<file path="src/rtl/offtime_chopper_pkg.sv">
package offtime_chopper_pkg;

  typedef enum logic [1:0] {
    ST_ON       = 2'd0,
    ST_OFF_FAST = 2'd1,
    ST_OFF_SLOW = 2'd2,
    ST_BLANK    = 2'd3
  } chop_state_t;

  // strobes from control to datapath
  typedef struct packed {
    logic cntClr;
    logic cntEn;
    logic zeroClr;
  } ctrl_strobe_t;

  // status from datapath to control
  typedef struct packed {
    logic trip;
    logic restart;
    logic fastNone;
    logic fastEnd;
    logic offEnd;
    logic blankEnd;
    logic zeroSeen;
  } dp_status_t;

endpackage

</file>
<file path="src/rtl/offtime_chopper_dp.sv">
module offtime_chopper_dp
  import offtime_chopper_pkg::*;
#(
  parameter int OFF_LEN     = 96,
  parameter int FAST_LO     = 14,
  parameter int FAST_HI     = 46,
  parameter int BLANK_SHORT = 6,
  parameter int BLANK_LONG  = 12,
  parameter int SYNC_STAGES = 2
) (
  input  logic         clk,
  input  logic         rstN,
  input  logic         senseTrip,
  input  logic         zeroDetect,
  input  logic         dirIn,
  input  logic         enableIn,
  input  logic [1:0]   decaySel,
  input  logic         blankLong,
  input  ctrl_strobe_t strobe,
  output dp_status_t   status
);

  localparam int CNT_W = $clog2(OFF_LEN + 1);

  logic [SYNC_STAGES-1:0] tripSync;
  logic [SYNC_STAGES-1:0] zeroSync;

  genvar g;
  generate
    for (g = 0; g < SYNC_STAGES; g++) begin : g_sync
      always_ff @(posedge clk or negedge rstN) begin
        if (!rstN) begin
          tripSync[g] <= 1'b0;
          zeroSync[g] <= 1'b0;
        end else if (g == 0) begin
          tripSync[g] <= senseTrip;
          zeroSync[g] <= zeroDetect;
        end else begin
          tripSync[g] <= tripSync[(g == 0) ? 0 : g-1];
          zeroSync[g] <= zeroSync[(g == 0) ? 0 : g-1];
        end
      end
    end
  endgenerate

  logic [CNT_W-1:0] cnt;
  logic [CNT_W-1:0] fastLen;
  logic [CNT_W-1:0] blankLen;
  logic             dirPrev;
  logic             enPrev;
  logic             zeroSeen;

  always_comb begin
    case (decaySel)
      2'b00:   fastLen = '0;
      2'b01:   fastLen = CNT_W'(FAST_LO);
      2'b10:   fastLen = CNT_W'(FAST_HI);
      default: fastLen = CNT_W'(OFF_LEN);
    endcase
    blankLen = blankLong ? CNT_W'(BLANK_LONG) : CNT_W'(BLANK_SHORT);
  end

  always_ff @(posedge clk or negedge rstN) begin
    if (!rstN) begin
      cnt      <= '0;
      dirPrev  <= 1'b0;
      enPrev   <= 1'b1;
      zeroSeen <= 1'b0;
    end else begin
      dirPrev <= dirIn;
      enPrev  <= enableIn;
      if (strobe.cntClr)     cnt <= '0;
      else if (strobe.cntEn) cnt <= cnt + 1'b1;
      if (strobe.zeroClr)              zeroSeen <= 1'b0;
      else if (zeroSync[SYNC_STAGES-1]) zeroSeen <= 1'b1;
    end
  end

  assign status.trip     = tripSync[SYNC_STAGES-1];
  assign status.restart  = (dirIn != dirPrev) || (enableIn != enPrev);
  assign status.fastNone = (fastLen == '0);
  assign status.fastEnd  = (cnt == fastLen - 1'b1);
  assign status.offEnd   = (cnt == CNT_W'(OFF_LEN - 1));
  assign status.blankEnd = (cnt == blankLen - 1'b1);
  assign status.zeroSeen = zeroSeen;

endmodule

</file>
<file path="src/rtl/offtime_chopper_ctrl.sv">
module offtime_chopper_ctrl
  import offtime_chopper_pkg::*;
(
  input  logic         clk,
  input  logic         rstN,
  input  dp_status_t   status,
  input  logic         srEn,
  input  logic         enableIn,
  output ctrl_strobe_t strobe,
  output logic         srcLatch,
  output logic         srcDrive,
  output logic         decayFast,
  output logic         decaySlow,
  output logic         blanking,
  output logic         srGate
);

  chop_state_t stateQ, stateD;

  always_comb begin
    stateD         = stateQ;
    strobe.cntClr  = 1'b0;
    strobe.cntEn   = 1'b1;
    strobe.zeroClr = 1'b0;
    if (status.restart) begin
      stateD        = ST_BLANK;
      strobe.cntClr = 1'b1;
    end else begin
      case (stateQ)
        ST_ON: begin
          strobe.cntEn = 1'b0;
          if (status.trip) begin
            stateD         = status.fastNone ? ST_OFF_SLOW : ST_OFF_FAST;
            strobe.cntClr  = 1'b1;
            strobe.zeroClr = 1'b1;
          end
        end
        ST_OFF_FAST: begin
          if (status.offEnd) begin
            stateD        = ST_BLANK;
            strobe.cntClr = 1'b1;
          end else if (status.fastEnd) begin
            stateD = ST_OFF_SLOW;
          end
        end
        ST_OFF_SLOW: begin
          if (status.offEnd) begin
            stateD        = ST_BLANK;
            strobe.cntClr = 1'b1;
          end
        end
        default: begin
          if (status.blankEnd) begin
            strobe.cntClr = 1'b1;
            if (status.trip) begin
              stateD         = status.fastNone ? ST_OFF_SLOW : ST_OFF_FAST;
              strobe.zeroClr = 1'b1;
            end else begin
              stateD = ST_ON;
            end
          end
        end
      endcase
    end
  end

  always_ff @(posedge clk or negedge rstN) begin
    if (!rstN) stateQ <= ST_BLANK;
    else       stateQ <= stateD;
  end

  assign decayFast = (stateQ == ST_OFF_FAST);
  assign decaySlow = (stateQ == ST_OFF_SLOW);
  assign blanking  = (stateQ == ST_BLANK);
  assign srcLatch  = (stateQ == ST_ON) || (stateQ == ST_BLANK);
  assign srcDrive  = srcLatch && enableIn;
  assign srGate    = srEn && (decayFast || decaySlow) && !status.zeroSeen;

endmodule

</file>
<file path="src/rtl/offtime_chopper.sv">
module offtime_chopper
  import offtime_chopper_pkg::*;
#(
  parameter int OFF_LEN     = 96,
  parameter int FAST_LO     = 14,
  parameter int FAST_HI     = 46,
  parameter int BLANK_SHORT = 6,
  parameter int BLANK_LONG  = 12,
  parameter int SYNC_STAGES = 2
) (
  input  logic       clk,
  input  logic       rstN,
  input  logic       senseTrip,
  input  logic       zeroDetect,
  input  logic       dirIn,
  input  logic       enableIn,
  input  logic [1:0] decaySel,
  input  logic       blankLong,
  input  logic       srEn,
  output logic       srcLatch,
  output logic       srcDrive,
  output logic       decayFast,
  output logic       decaySlow,
  output logic       blanking,
  output logic       srGate
);

  ctrl_strobe_t strobe;
  dp_status_t   status;

  offtime_chopper_dp #(
    .OFF_LEN(OFF_LEN), .FAST_LO(FAST_LO), .FAST_HI(FAST_HI),
    .BLANK_SHORT(BLANK_SHORT), .BLANK_LONG(BLANK_LONG),
    .SYNC_STAGES(SYNC_STAGES)
  ) dp_i (
    .clk(clk), .rstN(rstN), .senseTrip(senseTrip), .zeroDetect(zeroDetect),
    .dirIn(dirIn), .enableIn(enableIn), .decaySel(decaySel),
    .blankLong(blankLong), .strobe(strobe), .status(status)
  );

  offtime_chopper_ctrl ctrl_i (
    .clk(clk), .rstN(rstN), .status(status), .srEn(srEn),
    .enableIn(enableIn), .strobe(strobe), .srcLatch(srcLatch),
    .srcDrive(srcDrive), .decayFast(decayFast), .decaySlow(decaySlow),
    .blanking(blanking), .srGate(srGate)
  );

endmodule

</file>
<file path="config.mk">
export PLATFORM = sky130hd
export DESIGN_NAME = offtime_chopper
export DESIGN_NICKNAME = d
export VERILOG_FILES = /design/src/rtl/offtime_chopper_pkg.sv /design/src/rtl/offtime_chopper_dp.sv /design/src/rtl/offtime_chopper_ctrl.sv /design/src/rtl/offtime_chopper.sv
export SDC_FILE = /design/constraint.sdc
export NUM_CORES = 1
export LEC_CHECK = 0
export BUFFER_PORTS_ARGS = -buffer_cell sky130_fd_sc_hd__buf_2
export CORE_UTILIZATION = 45
export CTS_BUF_LIST = sky130_fd_sc_hd__clkbuf_2
export DETAILED_ROUTE_END_ITERATION = 6
export PLACE_DENSITY = 0.72
export SLEW_MARGIN = 20
export SYNTH_ARGS = -nofsm -noshare
export SYNTH_HDL_FRONTEND = slang
export SYNTH_SLANG_ARGS = --single-unit
</file>
<file path="constraint.sdc">
create_clock -name clk -period 3.1 [get_ports clk]
set_input_delay 0.62 -clock clk [delete_from_list [all_inputs] [get_ports clk]]
set_output_delay 0.62 -clock clk [all_outputs]
set_load 0.1 [all_outputs]
</file>
==> parameters.txt <==
Parameter                              Value

Outcome
  Status ... finished, final reports clean

Logic synthesis
  Area fraction of the dominant cell type after synthesis ... 0.3457
  Sequential area share after synthesis ... 0.4295
  Top cells by area in the synthesized netlist ... sky130_fd_sc_hd__dfrtp_1 (35%), sky130_fd_sc_hd__ha_1 (11%), sky130_fd_sc_hd__dfstp_2 (8.4%), sky130_fd_sc_hd__xor2_1 (5.6%), sky130_fd_sc_hd__nor2_1 (4.8%)
  Post-Syn Instances ... 94
  Syn Nets ... approximately 110
  Post-synthesis cell area ... 940.9 um^2
  Number of synthesized register bits ... 16
  Cell taking the most area after synthesis ... sky130_fd_sc_hd__dfrtp_1
  Synthesized area per cell ... roughly 10 um^2
  YS warnings ... 0
  Number of unique standard cell types used by synthesis ... 35

Clock tree
  Cts hold-fix bufs ... 0
  Clock tree root driver cell ... sky130_fd_sc_hd__clkbuf_2
  Number of buffers created by CTS ... 3
  Clock slew seen by the registers of the worst setup and hold paths ... 0.15 ns
  Post-CTS setup buffer count ... 0
  Sinks on the clock net ... 16
  Clock insertion delay at the later pin of the skew report ... 0.28 ns
  CTS resizes ... 0
  H-tree lvl count ... 1
  CTS tree ... yes
  Number of buffers on the longest clock path ... 2

Floorplan
  Starting density of the core ... 0.4796
  Area of the die ... 2278 um^2
  Die boundary height ... 47.73 um
  Die X-Extent ... 47.73 um
  Io pins ... 16
  Placeable Area ... 1962 um^2
  Number of rows created at floorplan ... 16

Detailed routing
  M1 WL ... 819 um
  DRT antenna net count ... 0
  Routed length on met2 ... 788 um
  Number of search-and-repair iterations in the first detailed-routing pass ... 4
  Mean routed wirelength per cell ... 12.07 um
  Top layer used by detailed routing ... met4
  Post-detailed-route DRC marker count ... 0
  First DRT Iteration DRCs ... 7
  WL final ... 1678 um
  Wire length on met3 ... 45 um
  Count of vias placed by the detailed router ... between 700 and 800
  Via density per instance ... 5.302

Pwr
  Switching part of the total ... 0.2692
  P_int ... 260.0 uW
  Flop pwr share ... 0.622
  Peak supply drop ... 245.8 uV
  Reported net switching power ... roughly 96 uW
  Leakage power of the design ... around 0.0005 uW
  Relative contribution of the clock network to total power ... 0.256
  Gate power share ... 0.122
  P per Cell Area ... roughly 330 nW/um^2

Critical path
  Setup slack of the worst register-to-register path ... 1.17 ns
  WS Path Type ... flop to output port
  Worst Reg-to-Reg Cells ... 5
  Arrival time reported for the critical path endpoint ... 1.82 ns
  Critical path data required time ... 2.48 ns
  Crit Path Max Fanout ... 4
  Critical Path End Type ... output port
  Startpoint kind of the worst setup timing path ... flop

Global route
  Total track usage ... 0.1697
  Global-route wire length before repair ... roughly 2600 um
  Initial antenna violation count ... 0
  Grt total ovfl ... 0
  Number of global-route vias before repair ... 640
  Maximum number of pins on one net before global-route repair ... 17

STA
  Final hold vios ... 0
  Fmax ... 0.4103 GHz
  Number of endpoints failing setup at the final stage ... 0
  Share of the clock period used by the worst path ... 0.7862
  Setup TNS Final ... 0 ns
  Max-slew violation total from the final report ... 0
  Worst setup skew after layout ... roughly 0.0095 ns
  RSZ-0062 raised after global routing ... no
  Transition at the pin with the smallest max-transition slack ... 0.5092 ns
  Slew headroom ... 0.6583
  Tmin final ... 2.437 ns

Run
  Maximum Capacitance Violations ... 0

Cells and area
  Storage cell area ... 404.1 um^2
  Utilization of the core after routing ... 0.5427
  Relative area change from synthesis to final layout ... 13.16%
  Final net count ... about 130
  Highest-count cells in the layout ignoring fill and taps ... sky130_fd_sc_hd__buf_2 (15), sky130_fd_sc_hd__dfrtp_1 (13), sky130_fd_sc_hd__nor2_1 (12)
  Area of combinational cells with multiple inputs ... between 500 and 600 um^2
  Most common cell after layout, fill and taps aside ... sky130_fd_sc_hd__buf_2
  Antenna diodes ... 0
  Number of fillers in the final layout ... just under 200
  Share of post-route cells with drive strength above 1 ... 0.2143

Placed design
  Hpwl dp ... 1308 um
  Placer Congestion ... ~0.81
  Number of buffers inserted by port buffering ... 15

Min path
  Worst min-delay path category ... input port to asynchronous set/reset pin
[metrics by stage]
step                cell area (um^2)  std cells  power [uW]  setup slack [ns]  hold slack (ns)
finish                          1065        139       355.7            0.6626           0.2140
global route                    1065        139       378.1            0.5410           0.2035
CTS                             1065        139       359.9            0.6442           0.2159
detailed placement              1046        135       268.9            0.8751           0.3362
global placement                1046        135       267.1            0.9693           0.3358
floorplan                      940.9         94       251.1            0.2199           0.3244
[cell families after synthesis]
| family | count (synthesis) | synth area share |
|---|---|---|
| compound gates | 15 | 0.1117 |
| xor+xnor | 9 | 0.08378 |
| fa+ha+maj | 8 | 0.1064 |
| buf+inv | 7 | 0.02792 |
| flops | 16 | 0.4295 |
| mux | 1 | 0.01064 |
| simple gates | 38 | 0.2301 |
[metal layers]
metal  GRT usage  vias to the layer above
met2      0.2595                       13
li1            -                      365
met4     0.07778                        0
met3     0.04906                        4
met5           0                        -
met1      0.2225                      355
[critical path, stage by stage (launching register included)]
cell and delay [ns]:
sky130_fd_sc_hd__dfstp_2 0.57, sky130_fd_sc_hd__inv_1 0.07, sky130_fd_sc_hd__ha_1 0.33, sky130_fd_sc_hd__nand2_1 0.06, sky130_fd_sc_hd__nor2_1 0.07, sky130_fd_sc_hd__buf_2 0.42
[state kept, by name, summed over array words and instances (netlist names)]
| register | flops |
|---|---|
| dp_i.zeroSync | 2 |
| dp_i.tripSync | 1 |
| dp_i.cnt | 7 |
| dp_i.zeroSeen | 1 |
| dp_i.enPrev | 1 |
| ctrl_i.stateQ | 2 |
| dp_i.status | 1 |
| dp_i.dirPrev | 1 |
[power groups by stage]
stage               logic (uW)  clock network [uW]  registers [uW]
global route              49.2                 106             222
CTS                       44.0                94.6             221
global placement          42.1                   0             225
floorplan                 27.3                   0             224
finish                    43.3                91.0             221
detailed placement        43.8                   0             225
[Yosys cell counts (all sizes together)]
| cell | instances |
|---|---|
| nand2b | 2 |
| a221o | 1 |
| or4 | 1 |
| and4b | 2 |
| and2 | 3 |
| mux2i | 1 |
| dfstp | 3 |
| inv | 6 |
| a222oi | 1 |
| o2111ai | 1 |
| o22a | 1 |
| and4 | 2 |
| o21bai | 1 |
| nor2b | 2 |
| o211ai | 2 |
| dfrtp | 13 |
| and3 | 1 |
| or2 | 1 |
| nor4b | 2 |
| and2b | 1 |
| nand4 | 1 |
| o21ai | 3 |
| nor2 | 12 |
| nor3 | 1 |
| xnor2 | 3 |
| nand2 | 5 |
| nand3 | 2 |
| clkbuf | 1 |
| ha | 8 |
| a21oi | 2 |
| a31oi | 2 |
| xor2 | 6 |
| o21a | 1 |
[final timing paths]
path / start / endpoint
worst max-delay path: ctrl_i.stateQ[0]$_DFFE_PN1P_ / srGate
worst min-delay path: rstN / dp_i.status[6]$_DFF_PN0_
worst max register to register: ctrl_i.stateQ[0]$_DFFE_PN1P_ / ctrl_i.stateQ[0]$_DFFE_PN1P_
worst min register to register: dp_i.tripSync[0]$_DFF_PN0_ / dp_i.status[6]$_DFF_PN0_
max in group asynchronous: rstN / ctrl_i.stateQ[1]$_DFFE_PN1P_
min in group clk: dp_i.tripSync[0]$_DFF_PN0_ / dp_i.status[6]$_DFF_PN0_
[cell type report]
class	count	area share
sequential	16	0.3796
inverter	6	0.02115
tap	27	0.03173
clock inverter	1	0.003525
clock buffer	3	0.01410
multi-input combinational	71	0.4794
timing repair buffer	15	0.07051
(Power assumes the default switching activity.)
